`src/rtl/tw_pkg.sv`:
```
package tw_pkg;
  localparam int unsigned LEVELS     = 5;
  localparam int unsigned LVL_W      = 3;
  localparam int unsigned PAGE_SHIFT = 12;
  localparam int unsigned FIELD_LSB  = 8;
  localparam int unsigned FIELD_W    = 24;
  localparam int unsigned ATTR_W     = 6;

  typedef enum logic [1:0] {
    ENT_BAD  = 2'd0,
    ENT_DIR  = 2'd1,
    ENT_LEAF = 2'd2
  } ent_kind_e;

  typedef struct packed {
    logic [1:0] aper;
    logic       vol;
    logic       enc;
    logic       priv;
  } leaf_flags_t;

  // Lowest virtual-address bit used as index at a level.
  function automatic int unsigned idx_lsb(int unsigned lvl);
    case (lvl)
      0:       return 47;
      1:       return 38;
      2:       return 29;
      3:       return 21;
      default: return 12;
    endcase
  endfunction

  // Index width in bits at a level.
  function automatic int unsigned idx_width(int unsigned lvl);
    case (lvl)
      0:       return 2;
      3:       return 8;
      default: return 9;
    endcase
  endfunction

  // log2 of entry size in bytes at a level.
  function automatic int unsigned stride_log2(int unsigned lvl);
    return (lvl == 3) ? 4 : 3;
  endfunction
endpackage

```
`src/rtl/tw_index_sel.sv`:
```
module tw_index_sel
  import tw_pkg::*;
#(
  parameter int unsigned VA_W = 49,
  parameter int unsigned PA_W = 36
) (
  input  logic [VA_W-1:PAGE_SHIFT] vpn,
  input  logic [PA_W-1:0]          base,
  input  logic [LVL_W-1:0]         level,
  output logic [PA_W-1:0]          ent_addr
);
  logic [LEVELS-1:0][PA_W-1:0] cand;

  for (genvar g = 0; g < LEVELS; g++) begin : g_lvl
    localparam int unsigned LSB = idx_lsb(g);
    localparam int unsigned W   = idx_width(g);
    localparam int unsigned SH  = stride_log2(g);
    logic [W-1:0]    idx;
    logic [PA_W-1:0] offs;
    assign idx     = vpn[LSB+W-1:LSB];
    assign offs    = {{(PA_W-W){1'b0}}, idx} << SH;
    assign cand[g] = base + offs;
  end

  always_comb begin
    ent_addr = cand[0];
    for (int i = 1; i < LEVELS; i++) begin
      if (level == LVL_W'(i)) ent_addr = cand[i];
    end
  end
endmodule

```
`src/rtl/tw_entry_decode.sv`:
```
module tw_entry_decode
  import tw_pkg::*;
#(
  parameter int unsigned PA_W = 36
) (
  input  logic [FIELD_W-1:0] addr_field,
  input  logic [ATTR_W-1:0]  attr,
  input  logic               last_lvl,
  output ent_kind_e          kind,
  output logic [PA_W-1:0]    next_base,
  output leaf_flags_t        flags
);
  logic [2:0] tgt;
  assign tgt       = attr[2:0];
  assign next_base = PA_W'({addr_field, {PAGE_SHIFT{1'b0}}});

  always_comb begin
    if (tgt == 3'b000)             kind = ENT_BAD;
    else if (attr[0] || last_lvl)  kind = ENT_LEAF;
    else                           kind = ENT_DIR;
  end

  assign flags.aper = attr[2:1];
  assign flags.vol  = attr[3];
  assign flags.enc  = attr[4];
  assign flags.priv = attr[5];
endmodule

```
`src/rtl/tw_walk_ctrl.sv`:
```
module tw_walk_ctrl
  import tw_pkg::*;
#(
  parameter int unsigned VA_W   = 49,
  parameter int unsigned PA_W   = 36,
  parameter int unsigned DATA_W = 64
) (
  input  logic                clk,
  input  logic                rst_n,
  input  logic                req_valid,
  output logic                req_ready,
  input  logic [PA_W-1:0]     req_root,
  input  logic [VA_W-1:0]     req_va,
  output logic                mem_req_valid,
  input  logic                mem_req_ready,
  output logic [PA_W-1:0]     mem_req_addr,
  input  logic                mem_rsp_valid,
  output logic                mem_rsp_ready,
  input  logic [DATA_W-1:0]   mem_rsp_data,
  output logic                rsp_valid,
  input  logic                rsp_ready,
  output logic                rsp_fault,
  output logic [LVL_W-1:0]    rsp_level,
  output logic [PA_W-1:0]     rsp_pa,
  output leaf_flags_t         rsp_flags,
  // to the index selector
  output logic [VA_W-1:0]     va_cur,
  output logic [PA_W-1:0]     base_cur,
  output logic [LVL_W-1:0]    level_cur,
  input  logic [PA_W-1:0]     ent_addr,
  // to the entry decoder
  output logic [FIELD_W-1:0]  ent_field,
  output logic [ATTR_W-1:0]   ent_attr,
  output logic                last_lvl,
  input  ent_kind_e           ent_kind,
  input  logic [PA_W-1:0]     ent_next,
  input  leaf_flags_t         ent_flags
);
  typedef enum logic [2:0] {
    S_IDLE  = 3'd0,
    S_ISSUE = 3'd1,
    S_WAIT  = 3'd2,
    S_DEC   = 3'd3,
    S_RESP  = 3'd4
  } state_e;

  localparam int unsigned LAST = LEVELS - 1;

  state_e            state_q;
  logic [VA_W-1:0]   va_q;
  logic [PA_W-1:0]   base_q;
  logic [LVL_W-1:0]  lvl_q;
  logic [DATA_W-1:0] ent_q;
  logic              fault_q;
  logic [LVL_W-1:0]  rlvl_q;
  logic [PA_W-1:0]   pa_q;
  leaf_flags_t       flags_q;

  assign req_ready     = (state_q == S_IDLE);
  assign mem_req_valid = (state_q == S_ISSUE);
  assign mem_req_addr  = ent_addr;
  assign mem_rsp_ready = (state_q == S_WAIT);
  assign rsp_valid     = (state_q == S_RESP);
  assign rsp_fault     = fault_q;
  assign rsp_level     = rlvl_q;
  assign rsp_pa        = pa_q;
  assign rsp_flags     = flags_q;

  assign va_cur    = va_q;
  assign base_cur  = base_q;
  assign level_cur = lvl_q;
  assign ent_field = ent_q[FIELD_LSB +: FIELD_W];
  assign ent_attr  = ent_q[ATTR_W-1:0];
  assign last_lvl  = (lvl_q == LVL_W'(LAST));

  always_ff @(posedge clk) begin
    if (!rst_n) begin
      state_q <= S_IDLE;
      va_q    <= '0;
      base_q  <= '0;
      lvl_q   <= '0;
      ent_q   <= '0;
      fault_q <= 1'b0;
      rlvl_q  <= '0;
      pa_q    <= '0;
      flags_q <= '0;
    end else begin
      case (state_q)
        S_IDLE: begin
          if (req_valid) begin
            va_q    <= req_va;
            base_q  <= req_root;
            lvl_q   <= '0;
            state_q <= S_ISSUE;
          end
        end
        S_ISSUE: begin
          if (mem_req_ready) state_q <= S_WAIT;
        end
        S_WAIT: begin
          if (mem_rsp_valid) begin
            ent_q   <= mem_rsp_data;
            state_q <= S_DEC;
          end
        end
        S_DEC: begin
          case (ent_kind)
            ENT_BAD: begin
              fault_q <= 1'b1;
              rlvl_q  <= lvl_q;
              pa_q    <= '0;
              flags_q <= '0;
              state_q <= S_RESP;
            end
            ENT_LEAF: begin
              fault_q <= 1'b0;
              rlvl_q  <= lvl_q;
              pa_q    <= {ent_next[PA_W-1:PAGE_SHIFT], va_q[PAGE_SHIFT-1:0]};
              flags_q <= ent_flags;
              state_q <= S_RESP;
            end
            default: begin
              base_q  <= ent_next;
              lvl_q   <= lvl_q + LVL_W'(1);
              state_q <= S_ISSUE;
            end
          endcase
        end
        S_RESP: begin
          if (rsp_ready) state_q <= S_IDLE;
        end
        default: state_q <= S_IDLE;
      endcase
    end
  end

  // an accepted request closes the request port
  assert_busy_blocks_req_R1: assert property (@(posedge clk) disable iff (!rst_n)
    (req_valid && req_ready) |=> !req_ready);
  // idle again right after the result is taken
  assert_idle_after_done_R1: assert property (@(posedge clk) disable iff (!rst_n)
    (rsp_valid && rsp_ready) |=> req_ready);
  // read request held under back-pressure
  assert_memreq_hold_R8: assert property (@(posedge clk) disable iff (!rst_n)
    (mem_req_valid && !mem_req_ready) |=> (mem_req_valid && $stable(mem_req_addr)));
  // never a new read while one is awaited
  assert_single_read_R8: assert property (@(posedge clk) disable iff (!rst_n)
    !(mem_req_valid && mem_rsp_ready));
  // result held under back-pressure
  assert_rsp_hold_R9: assert property (@(posedge clk) disable iff (!rst_n)
    (rsp_valid && !rsp_ready) |=> (rsp_valid && $stable({rsp_fault, rsp_level, rsp_pa, rsp_flags})));
  // reported level stays within the tree depth
  assert_level_range_R5: assert property (@(posedge clk) disable iff (!rst_n)
    rsp_valid |-> (rsp_level <= LVL_W'(LAST)));
  // the fetched word changes only when a read returns
  assert_entry_held_R10: assert property (@(posedge clk) disable iff (!rst_n)
    (state_q != S_WAIT) |=> $stable(ent_q));
endmodule

```
`src/rtl/tree_walker.sv`:
```
module tree_walker
  import tw_pkg::*;
#(
  parameter int unsigned VA_W   = 49,
  parameter int unsigned PA_W   = 36,
  parameter int unsigned DATA_W = 64
) (
  input  logic              clk,
  input  logic              rst_n,
  input  logic              req_valid,
  output logic              req_ready,
  input  logic [PA_W-1:0]   req_root,
  input  logic [VA_W-1:0]   req_va,
  output logic              mem_req_valid,
  input  logic              mem_req_ready,
  output logic [PA_W-1:0]   mem_req_addr,
  input  logic              mem_rsp_valid,
  output logic              mem_rsp_ready,
  input  logic [DATA_W-1:0] mem_rsp_data,
  output logic              rsp_valid,
  input  logic              rsp_ready,
  output logic              rsp_fault,
  output logic [2:0]        rsp_level,
  output logic [PA_W-1:0]   rsp_pa,
  output logic [1:0]        rsp_aperture,
  output logic              rsp_volatile,
  output logic              rsp_encrypted,
  output logic              rsp_privileged
);
  logic [VA_W-1:0]    va_cur;
  logic [PA_W-1:0]    base_cur;
  logic [LVL_W-1:0]   level_cur;
  logic [PA_W-1:0]    ent_addr;
  logic [FIELD_W-1:0] ent_field;
  logic [ATTR_W-1:0]  ent_attr;
  logic               last_lvl;
  ent_kind_e          ent_kind;
  logic [PA_W-1:0]    ent_next;
  leaf_flags_t        ent_flags;
  leaf_flags_t        rsp_flags;

  tw_walk_ctrl #(.VA_W(VA_W), .PA_W(PA_W), .DATA_W(DATA_W)) u_ctrl (
    .clk           (clk),
    .rst_n         (rst_n),
    .req_valid     (req_valid),
    .req_ready     (req_ready),
    .req_root      (req_root),
    .req_va        (req_va),
    .mem_req_valid (mem_req_valid),
    .mem_req_ready (mem_req_ready),
    .mem_req_addr  (mem_req_addr),
    .mem_rsp_valid (mem_rsp_valid),
    .mem_rsp_ready (mem_rsp_ready),
    .mem_rsp_data  (mem_rsp_data),
    .rsp_valid     (rsp_valid),
    .rsp_ready     (rsp_ready),
    .rsp_fault     (rsp_fault),
    .rsp_level     (rsp_level),
    .rsp_pa        (rsp_pa),
    .rsp_flags     (rsp_flags),
    .va_cur        (va_cur),
    .base_cur      (base_cur),
    .level_cur     (level_cur),
    .ent_addr      (ent_addr),
    .ent_field     (ent_field),
    .ent_attr      (ent_attr),
    .last_lvl      (last_lvl),
    .ent_kind      (ent_kind),
    .ent_next      (ent_next),
    .ent_flags     (ent_flags)
  );

  tw_index_sel #(.VA_W(VA_W), .PA_W(PA_W)) u_index (
    .vpn      (va_cur[VA_W-1:PAGE_SHIFT]),
    .base     (base_cur),
    .level    (level_cur),
    .ent_addr (ent_addr)
  );

  tw_entry_decode #(.PA_W(PA_W)) u_decode (
    .addr_field (ent_field),
    .attr       (ent_attr),
    .last_lvl   (last_lvl),
    .kind       (ent_kind),
    .next_base  (ent_next),
    .flags      (ent_flags)
  );

  assign rsp_aperture   = rsp_flags.aper;
  assign rsp_volatile   = rsp_flags.vol;
  assign rsp_encrypted  = rsp_flags.enc;
  assign rsp_privileged = rsp_flags.priv;
endmodule

```
`config.mk`:
```
export PLATFORM = sky130hd
export DESIGN_NAME = tree_walker
export DESIGN_NICKNAME = d
export VERILOG_FILES = /design/src/rtl/tw_pkg.sv /design/src/rtl/tw_index_sel.sv /design/src/rtl/tw_entry_decode.sv /design/src/rtl/tw_walk_ctrl.sv /design/src/rtl/tree_walker.sv
export SDC_FILE = /design/constraint.sdc
export NUM_CORES = 1
export LEC_CHECK = 0
export CORE_MARGIN = 2
export CORE_UTILIZATION = 61
export CTS_CLUSTER_DIAMETER = 30
export CTS_CLUSTER_SIZE = 20
export DETAILED_ROUTE_END_ITERATION = 8
export DONT_BUFFER_PORTS = 1
export GPL_ROUTABILITY_DRIVEN = 0
export PLACE_DENSITY = 0.84
export SETUP_SLACK_MARGIN = 0.15
export SYNTH_ARGS = -nofsm -noshare
export SYNTH_HDL_FRONTEND = slang
export SYNTH_SLANG_ARGS = --single-unit
export TNS_END_PERCENT = 20
```
`constraint.sdc`:
```
create_clock -name clk -period 5 [get_ports clk]
set_clock_uncertainty 0.05 [all_clocks]
set_input_delay 0.75 -clock clk [delete_from_list [all_inputs] [get_ports clk]]
set_output_delay 0.75 -clock clk [all_outputs]
set_load 0.03 [all_outputs]
```
==> results of run 1 <==
[cells in the final DEF (no fill, tap or decap), types with 2 or more instances in the layout]
master and count:
a211oi_1 9, a21o_1 8, a21oi_1 126, a22oi_1 43, a311oi_1 25, a31oi_1 3
and2_1 3, and3_1 9, buf_4 38, bufinv_16 2, clkbuf_16 17, clkinv_2 2
clkinvlp_4 2, dfxtp_1 163, dfxtp_4 2, fa_1 2, ha_1 28, ha_4 2
inv_1 12, inv_4 2, inv_6 5, nand2_1 256, nand2b_1 8, nand3_1 23
nor2_1 115, nor2_2 2, nor2b_1 5, nor3_1 6, nor3_2 2, nor3b_1 6
nor4_1 3, nor4b_1 3, o211ai_1 4, o21a_1 4, o21ai_0 9, o21ai_2 2
o31ai_1 2, or2_2 2, xnor2_1 9, xor2_1 33
[final timing paths]
kind / from / endpoint / cells after the start
worst max-delay path: u_ctrl.level_cur[1] / mem_req_addr[35] / 16
worst min-delay path: mem_rsp_data[17] / u_ctrl.ent_q[17] / 2
worst max register to register: u_ctrl.state_q[1] / u_ctrl.ent_q[13] / 4
worst min register to register: u_ctrl.va_cur[7] / u_ctrl.va_cur[7] / 2
[report_power, final]
group          switching, mW  internal, mW  leakage [nW]  total, mW
registers             0.0671          1.39          1.35       1.45
logic                  0.255         0.131          1.84      0.386
clock network          0.552         0.755         0.283       1.31
total                  0.873          2.27          3.47       3.15
[metrics by stage]
step | cell area, um2 | total power [mW] | hold WS, ns | cells | util
6_report | 8823 | 3.147 | 0.3982 | 1198 | 0.6964
5_1_grt | 8823 | 3.260 | 0.3964 | 1198 | 0.6964
4_1_cts | 8720 | 3.156 | 0.3917 | 1193 | 0.6882
3_5_place_dp | 8113 | 1.866 | 0.3971 | 1161 | 0.6403
3_3_place_gp | 8113 | 1.855 | 0.3943 | 1161 | 0.6403
2_1_floorplan | 7936 | 1.771 | 0.3860 | 1030 | -
[layer usage]
layer  wire length (um)  share of wire  up-vias  track usage
li1                   -              -     3476            -
met1               8727           0.42     3257       0.3736
met2               9664           0.46      292       0.4617
met3               1835          0.088       52      0.09399
met4                653          0.031        0       0.1160
met5                  0              0        -            0
[worst reg2reg max path: stages, from the launching register on]
cell,delay [ns]
dfxtp_1,0.52
nor3b_1,0.96
nand2_1,0.97
nand2_1,0.32
a21oi_1,0.11
[registers in the layout, indices dropped and copies added, names as in the netlist, 3 cells and up]
| signal | count |
|---|---|
| u_ctrl.va_cur | 49 |
| u_ctrl.level_cur | 3 |
| u_ctrl.state_q | 3 |
| u_ctrl.ent_q | 30 |
| u_ctrl.rsp_pa | 36 |
| u_ctrl.base_cur | 36 |
| u_ctrl.rsp_flags | 5 |
| u_ctrl.rsp_level | 3 |
[logic make-up after synthesis]
logic type	share of synthesized area
AND/OR/NAND/NOR	0.2381
XOR/XNOR	0.04635
buffers and inverters	0.04430
AO/OA/AOI/OAI	0.1934
adder cells (fa/ha/maj)	0.05644
flip-flops	0.4187
multiplexers	0.002680
[final cells by class]
| type | count | area [um2] | area share |
|---|---|---|---|
| inverter | 15 | 61.31 | 0.006948 |
| timing repair buffer | 38 | 285.3 | 0.03233 |
| clock inverter | 12 | 140.1 | 0.01588 |
| multi-input combinational | 776 | 4347 | 0.4926 |
| sequential | 166 | 3332 | 0.3776 |
| clock buffer | 19 | 442.9 | 0.05020 |
| tap | 172 | 215.2 | 0.02439 |
[timing repair]
| action | in CTS | in global routing |
|---|---|---|
| setup buffers | 1 | 5 |
| gates resized for setup | 6 | 19 |
| endpoints found under the setup margin | 6 | 14 |
| pin swaps | 1 | 11 |
==> metrics.txt, run 1 <==
Antenna Nets Post-Route 0; area grow syn2layout 11.18%; row cnt 41; Slew Viols, Final 0; Synth Cell Area between 0.007 and 0.008 mm2; Critical Path End Type primary output; Root Buffer clkbuf_16; Top FF cell, synth dfxtp_1; die height 118.1 um; Avg Inst Size Synth a little under 8 um2; first-pass GRT wire length 33,160 um; hold violation count in the final report 0; worst reg2reg setup slack 1.92 ns; vias per std cell 5.907; post-synth top area cell dfxtp_1; total CTS buffers 17; share of cells above drive strength 1 0.09357; Critical Path RT ~4.2 ns; CP cell instances inv_4 -> ha_4 -> nor2b_4 -> a22oi_2 -> o21ai_2 -> ha_2 -> inv_1 -> fa_2 -> nand2b_4 -> a21oi_4 -> o211ai_1 -> a221o_1 -> a2111o_1 -> nor3_2 -> xor2_1 -> buf_4; YS warnings 0; Clock Sinks 166; total gr overflow 0; LEAKAGE 3.475 nW; Worst Hold Class in2reg; crit path launch type register; synth cell count leaders nand2_1 (257), dfxtp_1 (166), a21oi_1 (127); WP buf/inv 3; htree depth 4; synthesized instance count 1,030; largest net degree at the start of global routing 94; FF+latch count, synth 166; Worst path slowest cell a2111o_1; setup_tns 0 ns; Starting DRT DRC Count approximately 550; placeable core region between 0.01 and 0.015 mm2; synth top area cells dfxtp_1 (42%), nand2_1 (12%), a21oi_1 (8.0%); crit path max fanout 5; die width 118.1 um; Final min period 4.674 ns; fmax 0.2139 GHz; Synth top area share 0.4187; Netlist cell types 48; Slew headroom 0.2386; Clock Path Buffers 2; initial antenna violation count 0; Seq/Total Area, Yosys 0.4187; Worst-Margin Slew 1.140 ns; RSZ-0062 raised after global routing false; critical path class reg2out; Die ar. 0.01394 mm2; delay-heaviest family, CP compound AO/OA/AOI/OAI gates; Async SR Flop Fraction 0; final wirelength 20,880 um; PwrDens 356.7 mW/mm2; n_diodes 0; drt drc 0; final net count 1,203; pre-CTS WS 0.3943 ns; top-count cell post-synth nand2_1; Total Routing Usage GR 0.2935; via count 7,077; CTS tree done; HPWL Detailed 14,180 um; drt pass-1 iters 7; Max IR drop VDD 288.0 uV; final setup fails 0; IO Pins 240; period utilization 0.9348; Synthesized Nets ~1,200; CP peak stage delay approximately 0.45 ns; arrival time worst endpoint ~3.9 ns; Clock Latency Late Sink 0.43 ns; outcome finished, final reports clean; max cap viols 0; average wire per standard cell 17.43 um; vias in the first global route roughly 6,700; initial core utilization 0.6263; Post-synth EDFFs 0; port bufs 0; Reg clk slew, reported paths 0.07 ns; CTS hold repair buffers 0; fill count 1,071; Final Worst Setup Slack 0.3258 ns
No activity file was read; power rests on OpenSTA's default activity.
==> run 2, diff against run 1 <==
Clock period 5 ns to 5.6 ns, I/O delays scaled along.
==> metrics.txt, run 2 (synthesis results as in run 1) <==
Placed Cells incl. Taps 1,142; hold violation count in the final report 0; Worst-Margin Slew 1.196 ns; htree depth 4; Core Util, Final 0.6792; Slew Viols, Final 0; vias per std cell 5.936; IO Pins between 200 and 250; area grow syn2layout 8.434%; Clock Sinks 166; drt pass-1 iters 5; Slew headroom 0.2010; total power 2.828 mW; via count 6,975; most frequent cells in the layout nand2_1 (256), dfxtp_1 (166), a21oi_1 (127); Reg clk slew, reported paths ~0.070 ns; Starting DRT DRC Count 569; die width 118.1 um; critical path class reg2out; final net count 1,179; initial antenna violation count 0; total CTS buffers 17; Die ar. between 0.01 and 0.015 mm2; Antenna Nets Post-Route 0; Worst Hold Class reg2reg; drt drc 0; CTS hold repair buffers 0; period utilization 0.9107; area occupied by multi-input gates roughly 0.0043 mm2; CP peak stage delay around 0.47 ns; final cell count without fillers 1,175; fill count between 1,000 and 1,500; final wirelength 20,360 um; setup_tns 0 ns; Total Routing Usage GR 0.2903; Final min period 5.100 ns; Largest register FFs 49; Root Buffer clkbuf_16; final setup fails 0; Max IR drop VDD 260.6 uV; CP cell instances inv_1 -> ha_2 -> nor2b_1 -> a22oi_1 -> o21ai_0 -> ha_1 -> inv_1 -> fa_1 -> nand2b_1 -> a21oi_1 -> o211ai_1 -> a221o_2 -> a2111o_1 -> nor3_2 -> xor2_1 -> buf_4; row cnt 41; placeable core region 0.01267 mm2; largest net degree at the start of global routing 102; share of cells above drive strength 1 0.05982; total gr overflow 0; crit path max fanout 9; vias in the first global route 6,582; arrival time worst endpoint approximately 4.2 ns; storage element area ~0.0033 mm2; most common cell after layout, fill and taps aside nand2_1; port bufs 0; HPWL Detailed 14,040 um; initial core utilization 0.6263; Critical Path End Type primary output; die height between 100 and 150 um; WP buf/inv 3; average wire per standard cell roughly 17 um; crit path launch type register; fmax 0.1961 GHz; first-pass GRT wire length 32,830 um; outcome finished, final reports clean; LEAKAGE 3.347 nW; most used cell along the critical path inv_1; RSZ-0062 raised after global routing false; Critical Path RT 4.71 ns; Clock Path Buffers 2; n_diodes 0; Clock Latency Late Sink ~0.43 ns; CTS tree done; PwrDens 328.7 mW/mm2; Worst path slowest cell a221o_2; delay-heaviest family, CP compound AO/OA/AOI/OAI gates; max cap viols 0
==> run 2: cell types whose count changed in the layout (fill, tap and decap cells not counted), sizes merged <==
| cell | before | now |
|---|---|---|
| clkbuf | 19 | 20 |
| inv | 21 | 22 |
| clkinv | 2 | 1 |
| buf | 38 | 14 |
==> run 2: final timing paths <==
path	cells past startpoint	from	slack, ns	endpoint
setup / recovery	16	u_ctrl.level_cur[1]	0.50	mem_req_addr[35]
hold / removal	2	u_ctrl.ent_q[5]	0.41	u_ctrl.ent_q[5]
setup reg to reg	10	u_ctrl.level_cur[0]	2.43	u_ctrl.base_cur[35]
hold reg to reg	2	u_ctrl.ent_q[5]	0.41	u_ctrl.ent_q[5]
==> run 2: report_power, final <==
group / switching (mW) / total, mW / internal [mW]
sequential: 0.0574 / 1.30 / 1.24
combinational: 0.224 / 0.325 / 0.101
clock: 0.508 / 1.21 / 0.698
==> run 2: per-stage QoR <==
step	setup slack, ns	area (um2)	hold WS (ns)
2_1_floorplan	1.007	7936	0.3860
3_3_place_gp	0.7543	7970	0.3929
3_5_place_dp	0.6846	7970	0.3970
4_1_cts	0.1741	8582	0.4067
5_1_grt	0.1816	8606	0.4214
6_report	0.5003	8606	0.4069
==> run 2: tightest hold or removal path: stages, from the launching register on <==
cell and delay [ns]:
dfxtp_1 0.31, nand2_1 0.05, a21oi_1 0.05
==> run 2: layer usage <==
metal	global-route usage	up-vias	share of wire
li1	-	3416	-
met1	0.3645	3239	0.42
met2	0.4668	271	0.47
met3	0.09351	49	0.085
met4	0.1054	0	0.030
met5	0	-	0
==> run 2: cell type report <==
class / instances / share of cell area
multi-input combinational: 776 / 0.4987
sequential: 166 / 0.3862
tap: 172 / 0.02501
clock inverter: 12 / 0.01803
inverter: 15 / 0.006833
clock buffer: 20 / 0.05307
timing repair buffer: 14 / 0.01221
==> run 2: repair_timing <==
item	4_1_cts	5_1_grt
hold endpoints to repair	0	0
pin swaps	0	1
resized for setup	1	4
endpoints found under the setup margin	2	13
setup buffers	0	1
==> run 3, diff against run 2 <==
Settings changed: RECOVER_POWER from default to 100.
==> metrics.txt, run 3 (synthesis results as in run 1) <==
LEAKAGE 3.328 nW; row cnt 41; Final Worst Setup Slack approximately 0.39 ns; Seq pwr share 0.459; Antenna Nets Post-Route 0; Final Cell Area 0.008572 mm2; htree depth 4; worst reg2reg setup slack 1.31 ns; Clock Path Buffers 2; Worst-Margin Slew 2.843 ns; reg-to-reg startpoint u_ctrl.level_cur[0]; total CTS buffers 17; average wire per standard cell 17.36 um; final net count 1,179; vias in the first global route 6,582; arrival time worst endpoint between 4 and 5 ns; first-pass GRT wire length between 30,000 and 40,000 um; placeable core region 0.01267 mm2; Starting DRT DRC Count 597; die height 118.1 um; Worst Hold Class reg2reg; WHS Path Cells 2; share of cells above drive strength 1 0.05184; outcome finished, violations left; Clock Latency Late Sink approximately 0.43 ns; die width 118.1 um; max cap viols 5; drt drc 0; vias per std cell 5.910; largest net degree at the start of global routing 102; final setup fails 0; period utilization 0.9302; Total Routing Usage GR 0.2903; CTS hold repair buffers 0; crit path launch type register; most frequent cells in the layout nand2_1 (256), dfxtp_1 (166), a21oi_1 (127); total gr overflow 0; hold violation count in the final report 0; critical path class reg2out; n_diodes 0; Placed Area 0.007970 mm2; Reg clk slew, reported paths 0.07 ns; HPWL Detailed between 10,000 and 15,000 um; Crit Reg-Reg Endpoint u_ctrl.base_cur[16]; drt pass-1 iters 5; Net Sw Frac 0.2783; final wirelength 20,390 um; P_sw 786.6 uW; Die ar. 0.01394 mm2; Slew Viols, Final 207; most common cell after layout, fill and taps aside nand2_1; combinational power share 0.116; CTS tree done; Endpoint, Worst Hold u_ctrl.ent_q[5]; RSZ-0062 raised after global routing false; FF-to-FF path depth 10; PwrDens around 330 mW/mm2; initial antenna violation count 0; Hold Path Origin u_ctrl.ent_q[5]; Critical Path RT between 4 and 5 ns; Final min period 5.209 ns; setup_tns 0 ns; Slew headroom -0.8963; Max IR drop VDD 260.4 uV; Int Power 2.040 mW; Clock Sinks around 170; pre-CTS WS 0.6846 ns; initial core utilization 0.6263; Largest register FFs 49; IO Pins 240; failing checks capacitance limit, slew limit; port bufs 0; crit path max fanout 9; Clk pwr share 0.425; fmax 0.1920 GHz; Root Buffer clkbuf_16; via count 6,944; area grow syn2layout 8.009%; Critical Path End Type primary output
==> run 3: cell types whose count changed in the layout (fill, tap and decap cells not counted) <==
cell,change
clkbuf_2,+3
nor3_1,+1
nand2b_2,-1
clkbuf_1,+4
ha_2,-1
ha_1,+1
buf_4,-7
nor3_2,-1
and2_0,+3
nand2b_1,+1
and2_1,-2
and2_2,-1
==> run 3: stage by stage <==
step                        util  hold slack, ns  cells  total power [mW]
after CTS                 0.6773          0.4067   1174             2.835
after global routing      0.6765          0.4214   1175             2.932
after detailed placement  0.6290          0.3970   1142             1.647
final                     0.6765          0.4075   1175             2.827
after global placement    0.6290          0.3929   1142             1.637
after floorplan                -          0.3860   1030             1.581
==> run 3: layer usage <==
metal | vias up | track usage | share of wire
met4 | 0 | 0.1054 | 0.029
met3 | 44 | 0.09351 | 0.079
li1 | 3421 | - | -
met5 | - | 0 | 0
met1 | 3206 | 0.3645 | 0.42
met2 | 273 | 0.4668 | 0.47
==> run 3: power by group through the flow <==
stage                     Sequential (mW)  Clock [mW]  Combinational [mW]
after detailed placement             1.32           0               0.324
after global routing                 1.30        1.27               0.362
after CTS                            1.30        1.21               0.326
after global placement               1.32           0               0.317
after floorplan                      1.30           0               0.282
final                                1.30        1.20               0.327
==> run 3: final cells by class <==
type / count / area [um2]
clock inverter: 12 / 155.1
inverter: 15 / 58.81
timing repair buffer: 14 / 82.58
tap: 172 / 215.2
sequential: 166 / 3323
fill: 1076 / 4099
multi-input combinational: 776 / 4280
clock buffer: 20 / 456.7
==> run 3: worst max path at each step <==
stage                        start          endpoint  slack, ns  cells past startpoint
2_1_floorplan  u_ctrl.level_cur[1]  mem_req_addr[35]       1.01                     16
3_3_place_gp   u_ctrl.level_cur[0]  mem_req_addr[31]       0.75                     16
3_5_place_dp   u_ctrl.level_cur[0]  mem_req_addr[31]       0.68                     16
4_1_cts        u_ctrl.level_cur[0]  mem_req_addr[35]       0.17                     16
5_1_grt        u_ctrl.level_cur[1]  mem_req_addr[29]       0.09                     16
6_report       u_ctrl.level_cur[1]  mem_req_addr[33]       0.39                     16
==> run 3: timing repair <==
action,CTS,global route
pin swaps,0,1
setup buffers,0,1
endpoints found under the setup margin,2,13
resized for setup,1,4
gates cloned,0,0
==> run 3: worst max-delay path, cell delays in order, from the launching register on <==
cell and delay, ns:
dfxtp_1 0.36, inv_1 0.11, ha_1 0.34, nor2b_1 0.22, a22oi_1 0.08, o21ai_0 0.20, ha_1 0.21, inv_1 0.06
fa_1 0.39, nand2b_1 0.18, a21oi_1 0.19, o211ai_1 0.11, a221o_2 0.46, a2111o_1 0.42, nor2_1 0.16, xor2_1 0.17
clkbuf_2 0.24
